`config.mk`:
```
export PLATFORM = sky130hd
export DESIGN_NAME = hart_avail_top
export DESIGN_NICKNAME = d
export VERILOG_FILES = /design/src/rtl/hart_avail_pkg.sv /design/src/rtl/hart_avail_ctrl.sv /design/src/rtl/hart_avail_dp.sv /design/src/rtl/hart_avail_status.sv /design/src/rtl/hart_avail_top.sv
export SDC_FILE = /design/constraint.sdc
export NUM_CORES = 1
export LEC_CHECK = 0
export ABC_AREA = 1
export BUFFER_PORTS_ARGS = -buffer_cell sky130_fd_sc_hd__buf_2
export CORE_MARGIN = 2
export CORE_UTILIZATION = 35
export CTS_CLUSTER_SIZE = 25
export DETAILED_ROUTE_END_ITERATION = 10
export GPL_ROUTABILITY_DRIVEN = 0
export PLACE_DENSITY_LB_ADDON = 0.25
export SLEW_MARGIN = 0
export SYNTH_ARGS = -nofsm -noshare
export SYNTH_HDL_FRONTEND = slang
export SYNTH_SLANG_ARGS = --single-unit
```
`constraint.sdc`:
```
create_clock -name clk -period 1.7 [get_ports clk]
set_clock_uncertainty 0.2 [all_clocks]
set_input_delay 0.085 -clock clk [delete_from_list [all_inputs] [get_ports clk]]
set_output_delay 0.085 -clock clk [all_outputs]
set_load 0.05 [all_outputs]
```
`src/rtl/hart_avail_pkg.sv`:
```
package hart_avail_pkg;

  // Strobes from the command/register decode to the datapath.
  typedef struct packed {
    logic availWr;   // write the availability register
    logic haltGo;    // halt command for the selected harts
    logic resumeGo;  // resume command for the selected harts
    logic resetGo;   // reset command for the selected harts
  } dmStrobe_t;

endpackage

```
`src/rtl/hart_avail_ctrl.sv`:
```
module hart_avail_ctrl
  import hart_avail_pkg::*;
#(
  parameter int ADDR_W     = 7,
  parameter int DATA_W     = 32,
  parameter int CTRL_HARTS = 2,
  parameter logic [ADDR_W-1:0] AVAIL_ADDR = 7'h1f
) (
  input  logic [ADDR_W-1:0]     regAddr,
  input  logic                  regWrEn,
  input  logic                  cmdStrobe,
  input  logic                  haltReq,
  input  logic                  resumeReq,
  input  logic                  resetReq,
  input  logic [CTRL_HARTS-1:0] availBits,
  output dmStrobe_t             strobe,
  output logic [DATA_W-1:0]     regRdData
);

  logic regHit;

  assign regHit = (regAddr == AVAIL_ADDR);

  always_comb begin
    strobe          = '0;
    strobe.availWr  = regWrEn & regHit;
    strobe.haltGo   = cmdStrobe & haltReq;
    strobe.resumeGo = cmdStrobe & resumeReq;
    strobe.resetGo  = cmdStrobe & resetReq;
  end

  // Only the controllable bits are backed by storage; everything else reads zero.
  always_comb begin
    regRdData = '0;
    if (regHit) regRdData[CTRL_HARTS-1:0] = availBits;
  end

endmodule

```
`src/rtl/hart_avail_dp.sv`:
```
module hart_avail_dp
  import hart_avail_pkg::*;
#(
  parameter int NUM_HARTS  = 4,
  parameter int CTRL_HARTS = 2,
  parameter int GROUP_W    = 5,
  parameter int HSEL_W     = 3
) (
  input  logic                         clk,
  input  logic                         rstN,
  input  dmStrobe_t                    strobe,
  input  logic [CTRL_HARTS-1:0]        availWrData,
  input  logic [HSEL_W-1:0]            hartSel,
  input  logic                         arraySelEn,
  input  logic [NUM_HARTS-1:0]         hartArrayMask,
  input  logic [NUM_HARTS-1:0]         haltedIn,
  input  logic [NUM_HARTS-1:0]         haltEvent,
  input  logic [NUM_HARTS*GROUP_W-1:0] haltGroups,
  input  logic [NUM_HARTS-1:0]         resumeDone,
  output logic [CTRL_HARTS-1:0]        availBits,
  output logic [NUM_HARTS-1:0]         hartAvail,
  output logic [NUM_HARTS-1:0]         selMask,
  output logic [NUM_HARTS-1:0]         hartHaltReq,
  output logic [NUM_HARTS-1:0]         hartResumeReq,
  output logic [NUM_HARTS-1:0]         hartResetReq,
  output logic [NUM_HARTS-1:0]         resumeAck
);

  logic [CTRL_HARTS-1:0] availReg;
  logic [NUM_HARTS-1:0]  groupHalt;
  logic [NUM_HARTS-1:0]  ackReg;

  // Availability register: both controllable harts start available.
  always_ff @(posedge clk or negedge rstN) begin
    if (!rstN)               availReg <= '1;
    else if (strobe.availWr) availReg <= availWrData;
  end

  assign availBits = availReg;

  // Debugger-visible availability: harts past the controllable range are fixed available.
  for (genvar g = 0; g < NUM_HARTS; g++) begin : gAvail
    if (g < CTRL_HARTS) begin : gCtl
      assign hartAvail[g] = availReg[g];
    end else begin : gFixed
      assign hartAvail[g] = 1'b1;
    end
  end

  // Selection: single index decode plus optional array mask.
  always_comb begin
    for (int i = 0; i < NUM_HARTS; i++) begin
      selMask[i] = (hartSel == HSEL_W'(i)) | (arraySelEn & hartArrayMask[i]);
    end
  end

  // Halt-group propagation from harts that have just halted.
  always_comb begin
    for (int j = 0; j < NUM_HARTS; j++) begin
      logic hit;
      hit = 1'b0;
      for (int i = 0; i < NUM_HARTS; i++) begin
        if (i != j && haltEvent[i] &&
            haltGroups[i*GROUP_W +: GROUP_W] == haltGroups[j*GROUP_W +: GROUP_W])
          hit = 1'b1;
      end
      groupHalt[j] = hit && (haltGroups[j*GROUP_W +: GROUP_W] != '0) &&
                     !haltedIn[j] && hartAvail[j];
    end
  end

  assign hartHaltReq   = (({NUM_HARTS{strobe.haltGo}} & selMask) | groupHalt) & hartAvail;
  assign hartResumeReq = {NUM_HARTS{strobe.resumeGo}} & selMask & hartAvail;
  assign hartResetReq  = {NUM_HARTS{strobe.resetGo}}  & selMask & hartAvail;

  // Resume acknowledge: set by completion, cleared by a forwarded resume (clear wins).
  always_ff @(posedge clk or negedge rstN) begin
    if (!rstN) ackReg <= '1;
    else       ackReg <= (ackReg | resumeDone) & ~hartResumeReq;
  end

  assign resumeAck = ackReg;

  // a register write lands on the next edge.
  a_r2_write_lands: assert property (@(posedge clk) disable iff (!rstN)
    strobe.availWr |=> availReg == $past(availWrData));

  // without a write the register holds.
  a_r2_hold: assert property (@(posedge clk) disable iff (!rstN)
    !strobe.availWr |=> $stable(availReg));

  // no halt pulse reaches an unavailable hart.
  a_r5_halt_gated: assert property (@(posedge clk) disable iff (!rstN)
    (hartHaltReq & ~hartAvail) == '0);

  // a forwarded resume leaves the acknowledge clear afterwards.
  a_r6_ack_cleared: assert property (@(posedge clk) disable iff (!rstN)
    (hartResumeReq != '0) |=> ((resumeAck & $past(hartResumeReq)) == '0));

  // reset pulses only for selected harts.
  a_r7_reset_selected: assert property (@(posedge clk) disable iff (!rstN)
    (hartResetReq & ~selMask) == '0);

endmodule

```
`src/rtl/hart_avail_status.sv`:
```
module hart_avail_status #(
  parameter int NUM_HARTS = 4
) (
  input  logic [NUM_HARTS-1:0] selMask,
  input  logic [NUM_HARTS-1:0] haltedIn,
  input  logic [NUM_HARTS-1:0] hartAvail,
  output logic                 allHalted,
  output logic                 anyHalted,
  output logic                 allRunning,
  output logic                 anyRunning,
  output logic                 allUnavail,
  output logic                 anyUnavail
);

  always_comb begin
    allHalted  = 1'b1;
    anyHalted  = 1'b0;
    allRunning = 1'b1;
    anyRunning = 1'b0;
    allUnavail = 1'b1;
    anyUnavail = 1'b0;
    for (int i = 0; i < NUM_HARTS; i++) begin
      if (selMask[i]) begin
        if (haltedIn[i]) begin
          allRunning = 1'b0;
          anyHalted  = 1'b1;
          allUnavail = 1'b0;
        end else if (!hartAvail[i]) begin
          allRunning = 1'b0;
          allHalted  = 1'b0;
          anyUnavail = 1'b1;
        end else begin
          allHalted  = 1'b0;
          allUnavail = 1'b0;
          anyRunning = 1'b1;
        end
      end
    end
  end

endmodule

```
`src/rtl/hart_avail_top.sv`:
```
module hart_avail_top
  import hart_avail_pkg::*;
#(
  parameter int NUM_HARTS  = 4,
  parameter int CTRL_HARTS = 2,
  parameter int GROUP_W    = 5,
  parameter int ADDR_W     = 7,
  parameter int DATA_W     = 32,
  parameter logic [ADDR_W-1:0] AVAIL_ADDR = 7'h1f,
  localparam int HSEL_W    = $clog2(NUM_HARTS) + 1
) (
  input  logic                         clk,
  input  logic                         rstN,
  input  logic [ADDR_W-1:0]            regAddr,
  input  logic                         regWrEn,
  input  logic [DATA_W-1:0]            regWrData,
  output logic [DATA_W-1:0]            regRdData,
  input  logic [HSEL_W-1:0]            hartSel,
  input  logic                         arraySelEn,
  input  logic [NUM_HARTS-1:0]         hartArrayMask,
  input  logic                         cmdStrobe,
  input  logic                         haltReq,
  input  logic                         resumeReq,
  input  logic                         resetReq,
  input  logic [NUM_HARTS-1:0]         haltedIn,
  input  logic [NUM_HARTS-1:0]         haltEvent,
  input  logic [NUM_HARTS*GROUP_W-1:0] haltGroups,
  input  logic [NUM_HARTS-1:0]         resumeDone,
  output logic [NUM_HARTS-1:0]         hartAvail,
  output logic [NUM_HARTS-1:0]         hartHaltReq,
  output logic [NUM_HARTS-1:0]         hartResumeReq,
  output logic [NUM_HARTS-1:0]         hartResetReq,
  output logic [NUM_HARTS-1:0]         resumeAck,
  output logic                         allHalted,
  output logic                         anyHalted,
  output logic                         allRunning,
  output logic                         anyRunning,
  output logic                         allUnavail,
  output logic                         anyUnavail
);

  dmStrobe_t             strobe;
  logic [CTRL_HARTS-1:0] availBits;
  logic [NUM_HARTS-1:0]  selMask;

  hart_avail_ctrl #(
    .ADDR_W(ADDR_W), .DATA_W(DATA_W), .CTRL_HARTS(CTRL_HARTS), .AVAIL_ADDR(AVAIL_ADDR)
  ) ctrl_i (
    .regAddr(regAddr), .regWrEn(regWrEn), .cmdStrobe(cmdStrobe),
    .haltReq(haltReq), .resumeReq(resumeReq), .resetReq(resetReq),
    .availBits(availBits), .strobe(strobe), .regRdData(regRdData)
  );

  hart_avail_dp #(
    .NUM_HARTS(NUM_HARTS), .CTRL_HARTS(CTRL_HARTS), .GROUP_W(GROUP_W), .HSEL_W(HSEL_W)
  ) dp_i (
    .clk(clk), .rstN(rstN), .strobe(strobe), .availWrData(regWrData[CTRL_HARTS-1:0]),
    .hartSel(hartSel), .arraySelEn(arraySelEn), .hartArrayMask(hartArrayMask),
    .haltedIn(haltedIn), .haltEvent(haltEvent), .haltGroups(haltGroups),
    .resumeDone(resumeDone), .availBits(availBits), .hartAvail(hartAvail),
    .selMask(selMask), .hartHaltReq(hartHaltReq), .hartResumeReq(hartResumeReq),
    .hartResetReq(hartResetReq), .resumeAck(resumeAck)
  );

  hart_avail_status #(.NUM_HARTS(NUM_HARTS)) status_i (
    .selMask(selMask), .haltedIn(haltedIn), .hartAvail(hartAvail),
    .allHalted(allHalted), .anyHalted(anyHalted), .allRunning(allRunning),
    .anyRunning(anyRunning), .allUnavail(allUnavail), .anyUnavail(anyUnavail)
  );

  // all-running excludes every other class.
  a_r10_running_exclusive: assert property (@(posedge clk) disable iff (!rstN)
    allRunning |-> (!anyHalted && !anyUnavail));

  // all-unavailable excludes halted and running harts.
  a_r10_unavail_exclusive: assert property (@(posedge clk) disable iff (!rstN)
    allUnavail |-> (!anyHalted && !anyRunning));

  // an empty selection leaves the initial flag values.
  a_r11_empty_select: assert property (@(posedge clk) disable iff (!rstN)
    (selMask == '0) |-> (allHalted && allRunning && allUnavail &&
                         !anyHalted && !anyRunning && !anyUnavail));

  // bits above the controllable range always read zero.
  a_r4_upper_zero: assert property (@(posedge clk) disable iff (!rstN)
    regRdData[DATA_W-1:CTRL_HARTS] == '0);

endmodule

```
==> results of run 1 <==
==> critical path: stages, from the launching register on <==
cell     delay [ns]
dfstp_2        0.59
inv_2          0.07
o21ai_2        0.12
nand2_1        0.09
nor2_4         0.11
buf_6          0.16
==> cells by family (layout without fill, tap and decap cells) <==
family,Yosys count,count (layout),share of synthesized area
xor+xnor,10,10,0.0615
compound gates,19,19,0.110
buf+inv,77,142,0.287
flops,6,6,0.111
simple gates,143,143,0.426
other cells,2,32,0.00527
==> final cells by class <==
cell class,count,area (sq um),area share
Multi-Input combinational cell,204,1000,0.505
Sequential cell,6,158,0.0794
Inverter,45,169,0.0851
Tap cell,50,62.6,0.0315
Clock buffer,3,41.3,0.0208
Timing Repair Buffer,94,552,0.278
==> layout by cell type (no fill, tap or decap) <==
master / count
o21ai_1: 3
nand2_1: 85
nor2_4: 1
clkbuf_4: 1
a32oi_2: 1
nor2_1: 24
nand2_2: 2
nand4_1: 18
conb_1: 32
o211ai_1: 2
o21ai_2: 3
buf_6: 3
buf_4: 2
o22ai_1: 1
o21ai_0: 4
xor2_1: 4
dlygate4sd3_1: 11
o22ai_2: 3
buf_2: 77
dfstp_2: 6
clkbuf_8: 3
inv_1: 37
o31ai_4: 1
inv_2: 8
xnor2_1: 6
nor4_2: 1
nor2_2: 3
nand3_1: 9
o32ai_2: 1
==> flip-flops by register name, indices dropped and copies added (netlist names) <==
name / cells
dp_i.resumeAck: 4
dp_i.availBits: 2
==> power by group through the flow <==
stage	combinational (mW)	clock [mW]	sequential [mW]
3_3_place_gp	0.617	0	0.169
2_1_floorplan	0.479	0	0.201
4_1_cts	0.645	0.216	0.167
3_5_place_dp	0.620	0	0.169
6_report	0.653	0.215	0.168
5_1_grt	0.708	0.226	0.170
==> stage by stage <==
stage	cell area, sq um	cells	hold WS [ns]	setup WS [ns]	power, mW
after floorplan	1560	287	-0.263	-0.102	0.681
after global placement	1800	387	-0.0924	0.104	0.787
after detailed placement	1800	387	-0.0933	0.104	0.790
after CTS	1970	402	0.00217	-0.0240	1.03
after global routing	1990	402	0.0556	-0.0348	1.10
final	1990	402	0.0151	0.0548	1.04
==> synthesized netlist by cell type, drive strengths merged <==
cell    count  share of area
nand2      87           0.23
inv        45           0.12
buf        32           0.17
nor2       28          0.074
nand4      18          0.079
o21ai      10          0.040
nand3       9          0.032
dfstp       6           0.11
xnor2       6          0.037
o22ai       4          0.026
xor2        4          0.025
conb        2         0.0053
o211ai      2          0.011
a32oi       1          0.011
nor4        1         0.0088
o31ai       1          0.015
o32ai       1         0.0061
==> routing by layer <==
metal / global-route usage / up-vias / wire (um)
li1: - / 929 / -
met1: 0.257 / 759 / 1870
met2: 0.309 / 80 / 2010
met3: 0.00987 / 2 / 300
met4: 0.0225 / 0 / 14
met5: 0 / - / 0
==> path summary, 6_finish.rpt <==
| path | start | endpoint | slack [ns] | cells past startpoint |
|---|---|---|---|---|
| max in group asynchronous | rstN | dp_i.availBits[1]$_DFFE_PN1P_ | 1.02 | 2 |
| worst min-delay path | regAddr[6] | dp_i.availBits[1]$_DFFE_PN1P_ | 0.02 | 5 |
| worst max register to register | dp_i.availBits[0]$_DFFE_PN1P_ | dp_i.resumeAck[0]$_DFF_PN1_ | 0.54 | 3 |
| worst max-delay path | dp_i.availBits[0]$_DFFE_PN1P_ | allRunning | 0.05 | 5 |
| worst min register to register | dp_i.resumeAck[3]$_DFF_PN1_ | dp_i.resumeAck[3]$_DFF_PN1_ | 0.30 | 2 |
| min in group asynchronous | rstN | dp_i.resumeAck[1]$_DFF_PN1_ | 0.25 | 2 |
==> repair_timing <==
action / 4_1_cts / 5_1_grt
resized for setup: 4 / 8
endpoints found under the hold margin: 12 / 0
setup endpoints to repair: 3 / 4
hold buffers: 11 / 0
setup buffers: 1 / 0
==> impl_metrics.ini, run 1 <==
[run_status]
outcome = finished clean

[global_routing]
grt_max_degree = 7
grt_pass1_wl_um = 6470
overflow = 0
grt_pass1_vias = 1490
grtUsageTotal = 0.181
antenna_found_initial = 0

[synthesis]
ys_seq_area_frac = 0.111
netlist_instances = 257
ys_types = 22
avgSynthCellArea_sq_um = 5.55
ys_warn_count = 0
ys_ff_latch = 6
synth_area_sq_um = 1430

[route]
wl_per_cell_um = 10.4
detail_route.first_pass.iterations = 4
vias = 1770
viasPerCell = 4.40
ant_nets = 0
drt-initial-drc-count = 84
drt-total-wl_um = 4190
drc = 0

[layout]
fillers = 468
fin_util = 0.500
syn_to_final_growth_pct = 39.3
antenna_cells_inserted = 0
nNetsFinal = 440
final_layout_size_suffix_gt1_frac = 0.330

[setup_path]
cp_data_required_time_ns = 1.41
crit_fanout = 6
critPathCaptureType = output pin
path_class = reg -> out
arrival_ns = 1.36
cp-start-kind = flip-flop

[cts]
cts_made_buffers = 3
clk_pin_slew_ns = 0.04
cts_buffer_depth = 2
clk_latency_ns = 0.22
cts.sinks = 6
root_buffer = clkbuf_8
cts_tree = yes
h-tree-depth = 1

[power]
power_switching_mw = 0.554
ir_drop_mv = 0.462
p_comb_frac = 0.630
p_sw_frac = 0.535
pwr-share-seq = 0.162
p_leak_nw = 1.20
p_clk_frac = 0.207
power_density_nw_per_um2 = 522
p_int_mw = 0.482

[floorplan]
die_y_um = 67.8
coreArea_sq_um = 3970
die_x_um = 67.8
start_util = 0.359
pin_count = 144
dieArea_sq_um = 4600
fp-row-count = 23

[timing]
max_clock_freq_mhz = 608
period_needed_ns = 1.65
min_period_over_period = 0.968
maxSlewViolCount = 0
setup_violations = 0
rsz0062_at_grt = yes
setup_tns_ns = 0
report.final.hold_viol_count = 0

[placed_design]
place_hpwl_um = 3540
port_buffers = 81

[run]
max-cap-violations = 0

[hold_path]
worstHoldPathType = in -> reg
(Power assumes the default switching activity.)
==> inputs of run 2 (changes only) <==
--- a/config.mk
+++ b/config.mk
@@ -13,6 +13,7 @@
 export DETAILED_ROUTE_END_ITERATION = 10
 export GPL_ROUTABILITY_DRIVEN = 0
 export PLACE_DENSITY_LB_ADDON = 0.25
+export SETUP_SLACK_MARGIN = 0.5
 export SLEW_MARGIN = 0
 export SYNTH_ARGS = -nofsm -noshare
 export SYNTH_HDL_FRONTEND = slang
==> run 2 against run 1 <==
The run now ends with hold timing, setup timing left. Worst hold slack worse by 0.11 ns. Count of clock-buffer cells in the layout up 1. Power up 34%. Sequential share of layout area down 2.3 points. Combinational power up 47%. Cell area up 47%. Register-to-register slack worse by 0.16 ns. Final cell count up 4.2%. Flip-flop and latch count unchanged. Global-route usage up 3.9 points. Wire length up 39%. Critical endpoint is now anyRunning. Non-clock buffer count up 16.
==> impl_metrics.ini, run 2 (same netlist as run 1, synthesis figures left out) <==
[layout]
syn_to_final_growth_pct = 105
nNetsFinal = 456
final_layout_size_suffix_gt1_frac = 0.572
fin_util = 0.737
final_cell_mix = nand2_1, buf_2, conb_1
fillers = 294
antenna_cells_inserted = 0
largest_register_ffs = 4
layout_commonest_cell = nand2_1

[timing]
rsz0062_at_grt = yes
maxSlewViolCount = 0
report.final.hold_viol_count = 2
setup_ws_ns = -0.00897
whs_ns = -0.0923
min_period_over_period = 1.01
period_needed_ns = 1.71
max_clock_freq_mhz = 585
setup_violations = 2

[setup_path]
critPathCaptureType = output pin
critical_path.cell_chain = nand2_2 -> o22ai_2 -> inv_2 -> nand2_4 -> buf_8
cpMaxStageDelayCell = dfstp_4
cp-start-kind = flip-flop
arrival_ns = 1.42
rr_worst_depth = 4
crit_fanout = 6
path_class = reg -> out
cp_data_required_time_ns = 1.41
max_stage_delay_ns = 0.65

[route]
dr_wl_met3_um = 329
viasPerCell = 4.73
drt-initial-drc-count = 124
ant_nets = 0
wl_met1_um = 2110
route.top_layer_used = met4
drt-total-wl_um = 5810
drc = 0
dr_wl_met2_um = 3210
vias = 1981
detail_route.first_pass.iterations = 4
wl_per_cell_um = 13.9

[cts]
cts_hold_buf = 8
root_buffer = clkbuf_8
cts_tree = yes
cts_buffer_depth = 2
cts_made_buffers = 3
cts.sinks = 6
h-tree-depth = 1
clk_pin_slew_ns = 0.04
clk_latency_ns = 0.24

[placed_design]
port_buffers = 81
place_hpwl_um = 3610

[floorplan]
fp-row-count = 23
die_x_um = 67.8
pin_count = 144
start_util = 0.359
coreArea_sq_um = 3970
dieArea_sq_um = 4600
die_y_um = 67.8

[power]
power_density_nw_per_um2 = 473
p_leak_nw = 1.47
power.total_mw = 1.38
ir_drop_mv = 0.222

[run_status]
outcome = complete, but fails checks
violations = hold timing, setup timing

[global_routing]
grtUsageTotal = 0.219
overflow = 0
antenna_found_initial = 0
grt_pass1_wl_um = 7690
grt_max_degree = 7
grt_pass1_vias = 1708

[run]
max-cap-violations = 0

[hold_path]
worstHoldPathCells = 4
worstHoldPathType = in -> reg
==> run 2: changes by cell type in the layout (fill, tap and decap cells not counted), moves of 18 or more <==
cell,delta
buf_2,-43
nand2_1,-28
buf_8,+27
inv_1,-20
buf_6,+18
nand2_2,+18
nor2_1,-18
==> run 2: final cells by class <==
cell class              instances  area (sq um)  area share
multi-input cells             204          1370       0.467
flip-flops and latches          6           165      0.0565
inverters                      45           220      0.0753
well taps                      50          62.6      0.0214
repair buffers                110          1070       0.365
clock buffers                   4          45.0      0.0154
==> run 2: timing repair <==
item,4_1_cts,5_1_grt
setup buffers,16,2
setup endpoints to repair,28,29
hold endpoints to repair,12,2
resized for setup,139,92
pin swaps,36,32
==> run 2: report_power, final <==
| group | internal, mW | switching [mW] | total, mW | leakage, nW |
|---|---|---|---|---|
| sequential | 0.162 | 0.0154 | 0.177 | 0.0647 |
| combinational | 0.355 | 0.605 | 0.959 | 1.38 |
| clock | 0.163 | 0.0851 | 0.248 | 0.0228 |
==> run 2: layer usage <==
metal,global-route usage,vias up
met3,0.0510,14
met4,0.0725,0
met1,0.265,892
li1,-,980
met5,0,-
met2,0.382,95
==> run 2: path summary, 6_finish.rpt <==
check / from / end / slack (ns)
worst min-delay path: regAddr[5] / dp_i.availBits[1]$_DFFE_PN1P_ / -0.09
max in group asynchronous: rstN / dp_i.resumeAck[1]$_DFF_PN1_ / 1.04
worst max register to register: dp_i.availBits[0]$_DFFE_PN1P_ / dp_i.resumeAck[0]$_DFF_PN1_ / 0.38
worst max-delay path: dp_i.availBits[0]$_DFFE_PN1P_ / anyRunning / -0.009
worst min register to register: dp_i.resumeAck[2]$_DFF_PN1_ / dp_i.resumeAck[2]$_DFF_PN1_ / 0.32
min in group asynchronous: rstN / dp_i.resumeAck[2]$_DFF_PN1_ / 0.23
==> run 2: critical path, delay by kind of cell, from the launching register on <==
kind,cells,cell delay [ns]
AOI/OAI and AO/OA,1,0.17
buffers and inverters,2,0.20
DFF,1,0.65
and+or+nand+nor,2,0.15
==> run 2: metrics by stage <==
step	instance area (sq um)	hold WS (ns)	instances	worst slack, ns	TNS, ns
final	2930	-0.0923	419	-0.00897	-0.00953
after global routing	2930	-0.0562	419	-0.0616	-0.137
after CTS	2590	-0.0903	417	0.0162	0
after detailed placement	1920	-0.0850	389	0.101	0
after global placement	1920	-0.0877	389	0.121	0
after floorplan	1670	-0.263	287	0.163	0
